## config.mk

```make
export PLATFORM = sky130hd
export DESIGN_NAME = evcap_top
export DESIGN_NICKNAME = d
export VERILOG_FILES = /design/src/rtl/evcap_pkg.sv /design/src/rtl/evcap_edge.sv /design/src/rtl/evcap_core.sv /design/src/rtl/evcap_regs.sv /design/src/rtl/evcap_top.sv
export SDC_FILE = /design/constraint.sdc
export NUM_CORES = 1
export LEC_CHECK = 0
export ABC_AREA = 1
export ABC_CLOCK_PERIOD_IN_PS = 1200
export CORE_UTILIZATION = 43
export DETAILED_ROUTE_END_ITERATION = 8
export GPL_ROUTABILITY_DRIVEN = 0
export PLACE_DENSITY = 0.76
export SETUP_SLACK_MARGIN = 0.15
export SLEW_MARGIN = 30
export SYNTH_ARGS = -nofsm -noshare
export SYNTH_HDL_FRONTEND = slang
export SYNTH_HIERARCHICAL = 1
export SYNTH_SLANG_ARGS = --single-unit
```

## constraint.sdc

```tcl
create_clock -name clk -period 1.2 [get_ports clk]
set_input_delay 0.24 -clock clk [delete_from_list [all_inputs] [get_ports clk]]
set_output_delay 0.24 -clock clk [all_outputs]
set_load 0.02 [all_outputs]
```

## src/rtl/evcap_pkg.sv

```systemverilog
package evcap_pkg;

  typedef enum logic [1:0] {
    SEL_STATUS = 2'd0,
    SEL_TS_LO  = 2'd1,
    SEL_TS_HI  = 2'd2,
    SEL_CONFIG = 2'd3
  } reg_sel_e;

  // status word bit positions
  localparam int ST_VALID = 0;
  localparam int ST_ERROR = 1;
  localparam int ST_SRC   = 2;

  // configuration word bit positions
  localparam int CF_FALL   = 0;
  localparam int CF_OVWR   = 1;
  localparam int CF_CNT_EN = 2;
  localparam int CF_BITS   = 3;

  typedef struct packed {
    logic cnt_en;
    logic ovwr;
    logic fall;
  } cap_cfg_t;

  // a write-one-keeps / write-zero-clears flag update
  function automatic logic keep_or_clear(input logic cur, input logic wbit);
    return cur & wbit;
  endfunction

endpackage

```

## src/rtl/evcap_edge.sv

```systemverilog
module evcap_edge #(
  parameter int STAGES = 2
) (
  input  logic clk,
  input  logic rst_n,
  input  logic pin_async,
  input  logic fall_sel,
  output logic edge_evt
);
  localparam int LAST = STAGES - 1;

  logic [STAGES-1:0] sync_q;
  logic              prev_q;
  logic              rise_w;
  logic              fall_w;

  generate
    for (genvar g = 0; g < STAGES; g++) begin : g_sync
      if (g == 0) begin : g_first
        always_ff @(posedge clk or negedge rst_n) begin
          if (!rst_n) sync_q[0] <= 1'b0;
          else        sync_q[0] <= pin_async;
        end
      end else begin : g_next
        always_ff @(posedge clk or negedge rst_n) begin
          if (!rst_n) sync_q[g] <= 1'b0;
          else        sync_q[g] <= sync_q[g-1];
        end
      end
    end
  endgenerate

  always_ff @(posedge clk or negedge rst_n) begin
    if (!rst_n) prev_q <= 1'b0;
    else        prev_q <= sync_q[LAST];
  end

  assign rise_w   = sync_q[LAST] & ~prev_q;
  assign fall_w   = ~sync_q[LAST] & prev_q;
  assign edge_evt = fall_sel ? fall_w : rise_w;

  // with a steady polarity, one synchronized transition yields one event
  a_r2_single_event: assert property (@(posedge clk) disable iff (!rst_n)
    edge_evt |=> (!edge_evt || (fall_sel != $past(fall_sel))));

  // a falling-mode event is a drop of the synchronized level
  a_r3_fall_level: assert property (@(posedge clk) disable iff (!rst_n)
    (edge_evt && fall_sel) |=> !prev_q);

endmodule

```

## src/rtl/evcap_core.sv

```systemverilog
module evcap_core #(
  parameter int TIME_W = 32,
  parameter int CNT_W  = 8
) (
  input  logic              clk,
  input  logic              rst_n,
  input  logic [TIME_W-1:0] time_now,
  input  logic              evt,
  input  logic              ovwr,
  input  logic              cnt_en,
  input  logic              st_wr,
  input  logic              st_wvalid,
  input  logic              st_werr,
  output logic              valid,
  output logic              err,
  output logic [TIME_W-1:0] stamp,
  output logic [CNT_W-1:0]  count
);
  import evcap_pkg::*;

  localparam logic [CNT_W-1:0] CNT_MAX = {CNT_W{1'b1}};

  function automatic logic [CNT_W-1:0] sat_inc(input logic [CNT_W-1:0] v);
    return (v == CNT_MAX) ? v : v + 1'b1;
  endfunction

  logic              take_w;
  logic              miss_w;
  logic              valid_n, err_n;
  logic [TIME_W-1:0] stamp_n;
  logic [CNT_W-1:0]  count_n;

  assign take_w = evt & (~valid | ovwr);
  assign miss_w = evt & valid;

  always_comb begin
    valid_n = st_wr ? keep_or_clear(valid, st_wvalid) : valid;
    err_n   = st_wr ? keep_or_clear(err, st_werr) : err;
    if (evt)    valid_n = 1'b1;
    if (miss_w) err_n   = 1'b1;
    stamp_n = take_w ? time_now : stamp;
    if (st_wr)              count_n = '0;
    else if (evt && cnt_en) count_n = sat_inc(count);
    else                    count_n = count;
  end

  always_ff @(posedge clk or negedge rst_n) begin
    if (!rst_n) begin
      valid <= 1'b0;
      err   <= 1'b0;
      stamp <= '0;
      count <= '0;
    end else begin
      valid <= valid_n;
      err   <= err_n;
      stamp <= stamp_n;
      count <= count_n;
    end
  end

  a_r5_event_sets_valid: assert property (@(posedge clk) disable iff (!rst_n)
    evt |=> valid);
  a_r5_first_loads: assert property (@(posedge clk) disable iff (!rst_n)
    (evt && !valid) |=> (stamp == $past(time_now)));
  a_r6_keep_on_miss: assert property (@(posedge clk) disable iff (!rst_n)
    (evt && valid && !ovwr) |=> $stable(stamp));
  a_r6_miss_flags: assert property (@(posedge clk) disable iff (!rst_n)
    (evt && valid) |=> err);
  a_r7_overwrite_loads: assert property (@(posedge clk) disable iff (!rst_n)
    (evt && ovwr) |=> (stamp == $past(time_now)));
  a_r8_no_set_by_write: assert property (@(posedge clk) disable iff (!rst_n)
    (st_wr && !st_wvalid && !evt) |=> !valid);
  a_r9_err_sticky: assert property (@(posedge clk) disable iff (!rst_n)
    (err && !st_wr) |=> err);
  a_r10_saturate: assert property (@(posedge clk) disable iff (!rst_n)
    ((count == CNT_MAX) && !st_wr) |=> (count == CNT_MAX));
  a_r11_write_zeroes: assert property (@(posedge clk) disable iff (!rst_n)
    st_wr |=> (count == '0));
  a_r12_count_frozen: assert property (@(posedge clk) disable iff (!rst_n)
    (!cnt_en && !st_wr) |=> $stable(count));

endmodule

```

## src/rtl/evcap_regs.sv

```systemverilog
module evcap_regs #(
  parameter int DATA_W = 16,
  parameter int TIME_W = 32,
  parameter int CNT_W  = 8
) (
  input  logic              clk,
  input  logic              rst_n,
  input  logic [1:0]        reg_addr,
  input  logic              reg_wr,
  input  logic [DATA_W-1:0] reg_wdata,
  input  logic              valid,
  input  logic              err,
  input  logic [TIME_W-1:0] stamp,
  input  logic [CNT_W-1:0]  count,
  output evcap_pkg::cap_cfg_t cfg,
  output logic              src_int,
  output logic              st_wr,
  output logic              st_wvalid,
  output logic              st_werr,
  output logic [DATA_W-1:0] reg_rdata
);
  import evcap_pkg::*;

  localparam int HALF_W  = TIME_W / 2;
  localparam int CNT_LSB = DATA_W - CNT_W;

  reg_sel_e            sel;
  logic                cfg_wr;
  logic [DATA_W-1:0]   status_w;
  logic [DATA_W-1:0]   config_w;
  logic                unused_wbits;

  assign sel       = reg_sel_e'(reg_addr);
  assign st_wr     = reg_wr && (sel == SEL_STATUS);
  assign cfg_wr    = reg_wr && (sel == SEL_CONFIG);
  assign st_wvalid = reg_wdata[ST_VALID];
  assign st_werr   = reg_wdata[ST_ERROR];
  assign unused_wbits = ^reg_wdata[DATA_W-1:CF_BITS];

  always_ff @(posedge clk or negedge rst_n) begin
    if (!rst_n) begin
      cfg     <= '0;
      src_int <= 1'b0;
    end else begin
      if (cfg_wr) begin
        cfg.fall   <= reg_wdata[CF_FALL];
        cfg.ovwr   <= reg_wdata[CF_OVWR];
        cfg.cnt_en <= reg_wdata[CF_CNT_EN];
      end
      if (st_wr) src_int <= reg_wdata[ST_SRC];
    end
  end

  always_comb begin
    status_w = '0;
    status_w[ST_VALID] = valid;
    status_w[ST_ERROR] = err;
    status_w[ST_SRC]   = src_int;
    status_w[DATA_W-1:CNT_LSB] = count;
    config_w = '0;
    config_w[CF_FALL]   = cfg.fall;
    config_w[CF_OVWR]   = cfg.ovwr;
    config_w[CF_CNT_EN] = cfg.cnt_en;
  end

  always_comb begin
    unique case (sel)
      SEL_STATUS: reg_rdata = status_w;
      SEL_TS_LO:  reg_rdata = DATA_W'(stamp[HALF_W-1:0]);
      SEL_TS_HI:  reg_rdata = DATA_W'(stamp[TIME_W-1:HALF_W]);
      default:    reg_rdata = config_w;
    endcase
  end

  // the source bit only moves on a status write
  a_r4_src_held: assert property (@(posedge clk) disable iff (!rst_n)
    !st_wr |=> $stable(src_int));

endmodule

```

## src/rtl/evcap_top.sv

```systemverilog
module evcap_top #(
  parameter int TIME_W      = 32,
  parameter int DATA_W      = 16,
  parameter int CNT_W       = 8,
  parameter int SYNC_STAGES = 2
) (
  input  logic              clk,
  input  logic              rst_n,
  input  logic [TIME_W-1:0] time_now,
  input  logic              ext_req,
  input  logic              int_trig,
  input  logic [1:0]        reg_addr,
  input  logic              reg_wr,
  input  logic [DATA_W-1:0] reg_wdata,
  output logic [DATA_W-1:0] reg_rdata
);
  import evcap_pkg::*;

  cap_cfg_t          cfg;
  logic              src_int;
  logic              ext_evt;
  logic              sel_evt;
  logic              st_wr, st_wvalid, st_werr;
  logic              valid, err;
  logic [TIME_W-1:0] stamp;
  logic [CNT_W-1:0]  count;

  evcap_edge #(.STAGES(SYNC_STAGES)) u_edge (
    .clk       (clk),
    .rst_n     (rst_n),
    .pin_async (ext_req),
    .fall_sel  (cfg.fall),
    .edge_evt  (ext_evt)
  );

  assign sel_evt = src_int ? int_trig : ext_evt;

  evcap_core #(.TIME_W(TIME_W), .CNT_W(CNT_W)) u_core (
    .clk       (clk),
    .rst_n     (rst_n),
    .time_now  (time_now),
    .evt       (sel_evt),
    .ovwr      (cfg.ovwr),
    .cnt_en    (cfg.cnt_en),
    .st_wr     (st_wr),
    .st_wvalid (st_wvalid),
    .st_werr   (st_werr),
    .valid     (valid),
    .err       (err),
    .stamp     (stamp),
    .count     (count)
  );

  evcap_regs #(.DATA_W(DATA_W), .TIME_W(TIME_W), .CNT_W(CNT_W)) u_regs (
    .clk       (clk),
    .rst_n     (rst_n),
    .reg_addr  (reg_addr),
    .reg_wr    (reg_wr),
    .reg_wdata (reg_wdata),
    .valid     (valid),
    .err       (err),
    .stamp     (stamp),
    .count     (count),
    .cfg       (cfg),
    .src_int   (src_int),
    .st_wr     (st_wr),
    .st_wvalid (st_wvalid),
    .st_werr   (st_werr),
    .reg_rdata (reg_rdata)
  );

  // a selected event never comes from the deselected source
  a_r4_int_only: assert property (@(posedge clk) disable iff (!rst_n)
    (src_int && !int_trig) |-> !sel_evt);
  a_r4_ext_only: assert property (@(posedge clk) disable iff (!rst_n)
    (!src_int && !ext_evt) |-> !sel_evt);

endmodule

```

### Word-level counts from Yosys, hierarchy flattened

Cells that the tools add are included.

* register bits: 49
* bits of input ports: 55
* output and inout bits: 16
* logic and storage cells: 45

* add/subtract/negate cells: 1
* equality and inequality tests: 5
* multiplexer cells: 10
* bitwise gates (word level): 10
* reductions and logical operators: 8

Operators with widths (number)
* $pmux 16 s3: 1
* $mux 8: 3
* $add 8x1->8 const B: 1
* $eq 8x8->1 const B: 1
* $and 1x1->1: 6
* $mux 1: 6
* $reduce_bool 2->1: 3
* $eq 2x2->1 const B: 2
* $logic_and 1x1->1: 3
* $not 1->1: 3
* $eq 2x1->1 const B: 1
* $logic_not 2->1: 1
* $ne 2x1->1 const B: 1
* $reduce_and 2->1: 1
* $or 1x1->1: 1

### Logic depth before layout (Yosys ltp)

* depth in word-level cells: 7
* depth in mapped cells: 11
* depth with buffers taken out: 11

### Modules after synthesis

Netlist, hierarchy kept.

By module, submodules not included
* evcap_core: times used 1, cells each 218, area an instance 1844.3 µm²
* evcap_regs: times used 1, cells each 92, area an instance 585.6 µm²
* evcap_edge: times used 1, cells each 9, area an instance 100.1 µm²
* evcap_top: times used 1, cells each 4, area an instance 15.0 µm²

### Worst setup path after synthesis

OpenSTA, ideal clock, no wires.

* path type: reg2reg
* start point: register, netlist name u_regs/cfg[0]
* end point: register u_core.count[0]
* library setup time: 0.065 ns
* data arrival time: 1.177 ns
* required time: 1.135 ns
* path slack: -0.042 ns
* stages on the path, launching flop included: 12
* clock period less this slack: 1.242 ns
* cells stage by stage: dfrtp_1 inv_1 nand3_1 nand2_1 nand2_1 nand2_1 nand2_1 inv_1 nand2_4 nor2_4 nand2_1 nand2_1

* cells in the longest elaborated chain, start to end: 5

Ends and longest elaborated chain
* $mux 1: line evcap_edge.sv:40 `assign edge_evt = fall_sel ? fall_w : rise_w;`
* named net ext_evt: line evcap_top.sv:21 `logic ext_evt;`
* $mux 1: line evcap_top.sv:36 `assign sel_evt = src_int ? int_trig : ext_evt;`
* named net sel_evt: line evcap_top.sv:22 `logic sel_evt;`
* $logic_and 1x1->1: line evcap_core.sv:43 `else if (evt && cnt_en) count_n = sat_inc(count);`
* $reduce_bool 2->1 (no source line)
* $reduce_and 2->1 (no source line)
* end signal, assigned: line evcap_core.sv:57 `count <= count_n;`
* end, declared: line evcap_core.sv:17 `output logic [CNT_W-1:0] count`

The timed path passes the listed nets, and every way through them passes these cells.
A chain may end at the register's enable or synchronous reset.

### Final worst setup path

* start point: register u_edge.sync_q[1]
* end point: register u_core.stamp[28]

* cells in the longest elaborated chain, start to end: 5
* elaborated cells on any way between the ends: 6
* those cells by class: mux: 2; bitwise: 4

Ends and longest elaborated chain
* start, declared: line evcap_edge.sv:12 `logic [STAGES-1:0] sync_q;`
* start signal, assigned by index: line evcap_edge.sv:27 `else sync_q[g] <= sync_q[g-1];`
* $not 1->1: line evcap_edge.sv:39 `assign fall_w = ~sync_q[LAST] & prev_q;`
* $and 1x1->1: line evcap_edge.sv:39
* $mux 1 *: line evcap_edge.sv:40
* named net ext_evt: line evcap_top.sv:21
* $mux 1 *: line evcap_top.sv:36
* named net sel_evt: line evcap_top.sv:22
* $and 1x1->1 *: line evcap_core.sv:33 `assign take_w = evt & (~valid | ovwr);`
* end signal, assigned: line evcap_core.sv:56 `stamp <= stamp_n;`
* end, declared: line evcap_core.sv:16 `output logic [TIME_W-1:0] stamp,`

The timed path passes the listed nets; every way through them passes the cells marked *.

==> impl_metrics.env <==
export IMPL_diodes=0
export IMPL_mostFrequentLayoutCells="73 x nand2_1, 49 x dfrtp_1, 47 x inv_1, 38 x clkdlybuf4s50_1"
export IMPL_via_per_inst=4.87
export IMPL_die_y_um=78.9
export IMPL_synth_xor_area_share_pct=0
export IMPL_relSlewSlack_pct=82.3
export IMPL_netlist_cell_type_count=27
export IMPL_hpwl_um=4260
export IMPL_wl_met3_um=396
export IMPL_core_um2=5610
export IMPL_crit_type="flop to flop"
export IMPL_synth_fp_nets=379
export IMPL_ys_ff_latch=49
export IMPL_dr_pass1_iters=4
export IMPL_cts_max_path_buffers=2
export IMPL_clock_latency_ns=0.30
export IMPL_drv_cap=0
export IMPL_crit_path_end_kind="flop"
export IMPL_utilization_pct=70.5
export IMPL_crit_fanout=25
export IMPL_met2_wirelength_um=3420
export IMPL_stdcell_count=501
export IMPL_ys_warn_count=6
export IMPL_power_density_nw_per_um2=1640
export IMPL_drt_iter0_drc=135
export IMPL_nNetsFinal=484
export IMPL_die_x_um=78.9
export IMPL_power_total_mw=6.48
export IMPL_synth_cells=323
export IMPL_violations="negative setup slack"
export IMPL_layout_commonest_cell="nand2_1"
export IMPL_drc=0
export IMPL_grt_overflow=0
export IMPL_wl_per_cell_um=13.7
export IMPL_drive_above_1_share_pct=35.0
export IMPL_rsz0062_at_grt="yes"
export IMPL_timing_hold_worst_class="flop to flop"
export IMPL_muxShareOfSynthArea_pct=0
export IMPL_worst_slew_pin_slew_ns=0.265
export IMPL_routed_top_layer="met4"
export IMPL_period_share_pct=120
export IMPL_seq_area_frac_synth_pct=48.2
export IMPL_worst_slack_ns=-0.240
export IMPL_die_area_um2=6230
export IMPL_area_growth_pct=55.5
export IMPL_hold_violations=0
export IMPL_fillers=414
export IMPL_clk_pin_slew_ns=0.10
export IMPL_ir_drop_mv=1.10
export IMPL_p_leak_nw=2.06
export IMPL_ant_nets=0
export IMPL_cts_root_buf="clkbuf_8"
export IMPL_route_vias_total=2439
export IMPL_fmax_mhz=694
export IMPL_pre_cts_slack_ns=-0.964
export IMPL_synth_fa_ha_area_share_pct=0.492
export IMPL_skew_ns=0.00914
export IMPL_tritoncts="built"
export IMPL_ioPinCount=71
export IMPL_track_usage_pct=22.7
export IMPL_finalSetupViolCount=57
export IMPL_wirelength_met1_um=2900
export IMPL_grt_start_max_net_pins=50
export IMPL_initial_core_util_pct=45.4
export IMPL_placementRows=27
export IMPL_avgSynthCellArea_um2=7.88
export IMPL_synth_top_family_by_area="simple AND/OR/NAND/NOR gates"
export IMPL_wl_um=6880
export IMPL_port_buffers=57
export IMPL_grt_pass1_vias=2355
export IMPL_clock_sinks=49
export IMPL_regArea_um2=1230
export IMPL_arrival_ns=1.66
export IMPL_post_route_min_period_ns=1.44
export IMPL_grt_pass1_wl_um=10800
export IMPL_multi_input_area_um2=1210
export IMPL_critPathRequiredTime_ns=1.42
export IMPL_numCtsBuffers=5
export IMPL_start_kind="flop"
export IMPL_whs_ns=0.366
export IMPL_cts_htree_levels=2
export IMPL_netlist_area_um2=2540
export IMPL_antenna_found_initial=0
export IMPL_status="complete, but fails checks"
export IMPL_dp_cells=468
export IMPL_final_max_slew_viol_count=0
export IMPL_synth_compound_area_share_pct=9.19
export IMPL_synthSimpleGateAreaFrac_pct=29.2
-- kinds of logic (layout without fill, tap and decap cells) --
group / Yosys count / in the layout
and+or+nand+nor: 161 / 164
buffers and inverters: 68 / 171
DFF: 49 / 49
AOI/OAI and AO/OA: 44 / 44
adders and majority gates: 1 / 1
-- synth_stat cells, drive strengths merged --
master,n,area [um^2]
nand4,3,18.8
a21oi,2,10.0
nand2,110,435
nor2,15,106
o21ai,41,216
nand3,31,170
o21bai,1,7.51
buf,14,119
ha,1,12.5
dfrtp,49,1230
nand3b,1,7.51
nor3,1,5.00
inv,54,210
-- registers in the layout (all words and copies together) (netlist names) --
| register | flops |
|---|---|
| u_core/count | 8 |
| u_core/err | 1 |
| u_core/stamp | 32 |
| u_core/valid | 1 |
| u_edge/prev_q | 1 |
| u_edge/sync_q | 2 |
| u_regs/cfg | 3 |
| u_regs/src_int | 1 |
-- critical path: stages (launching register included) --
cell and delay [ns]:
dfrtp_1 0.39, inv_1 0.06, nand3_1 0.06, nand2_1 0.05, nand2_1 0.08, nand2_2 0.08
buf_6 0.13, o21ai_4 0.11, buf_12 0.21, nand2_2 0.08, o21ai_1 0.12
-- report_power, final --
group          switching [mW]  internal [mW]
Combinational            1.21           1.33
Clock                   0.573          0.624
Sequential              0.465           2.27
Total                    2.25           4.22
-- final cells by class --
class	instances	share of cell area (%)
clock buffer	5	1.74
sequential	49	31.0
multi-input combinational	209	30.7
inverter	54	5.69
timing repair buffer	109	27.5
clock inverter	3	1.17
tap	72	2.28
-- per-stage QoR --
step,setup TNS (ns),instance area [um^2]
6_report,-8.03,3960
5_1_grt,-12.48,3960
4_1_cts,-5.67,3770
3_5_place_dp,-27.42,3410
3_3_place_gp,-26.18,3410
2_1_floorplan,0,2660
-- layer usage --
layer / up-vias / GRT usage [%]
met5: - / 0
met4: 0 / 7.64
met3: 18 / 5.52
met2: 79 / 38.3
met1: 1133 / 28.4
li1: 1209 / -
-- final timing paths --
kind,startpoint,endpoint,slack (ns),depth (start not counted)
max in group asynchronous,rst_n,u_core/count[5],0.52,3
worst min register to register,u_edge/sync_q[0],u_edge/sync_q[1],0.37,0
worst max-delay path,u_edge/sync_q[1],u_core/stamp[28],-0.24,10
min in group asynchronous,rst_n,u_core/stamp[4],0.45,3
worst min-delay path,u_edge/sync_q[0],u_edge/sync_q[1],0.37,0
worst max register to register,u_edge/sync_q[1],u_core/stamp[28],-0.24,10
-- repair_timing --
item                                   in CTS  in global routing
pin swaps                                  33                 28
cloned                                      3                  0
setup endpoints to repair                  62                 60
buffers inserted                           12                  9
hold buffers                                1                  0
gates resized for setup                   135                 35
endpoints found under the hold margin      49                  0
Note: power is estimated with default switching activity, not from simulation.
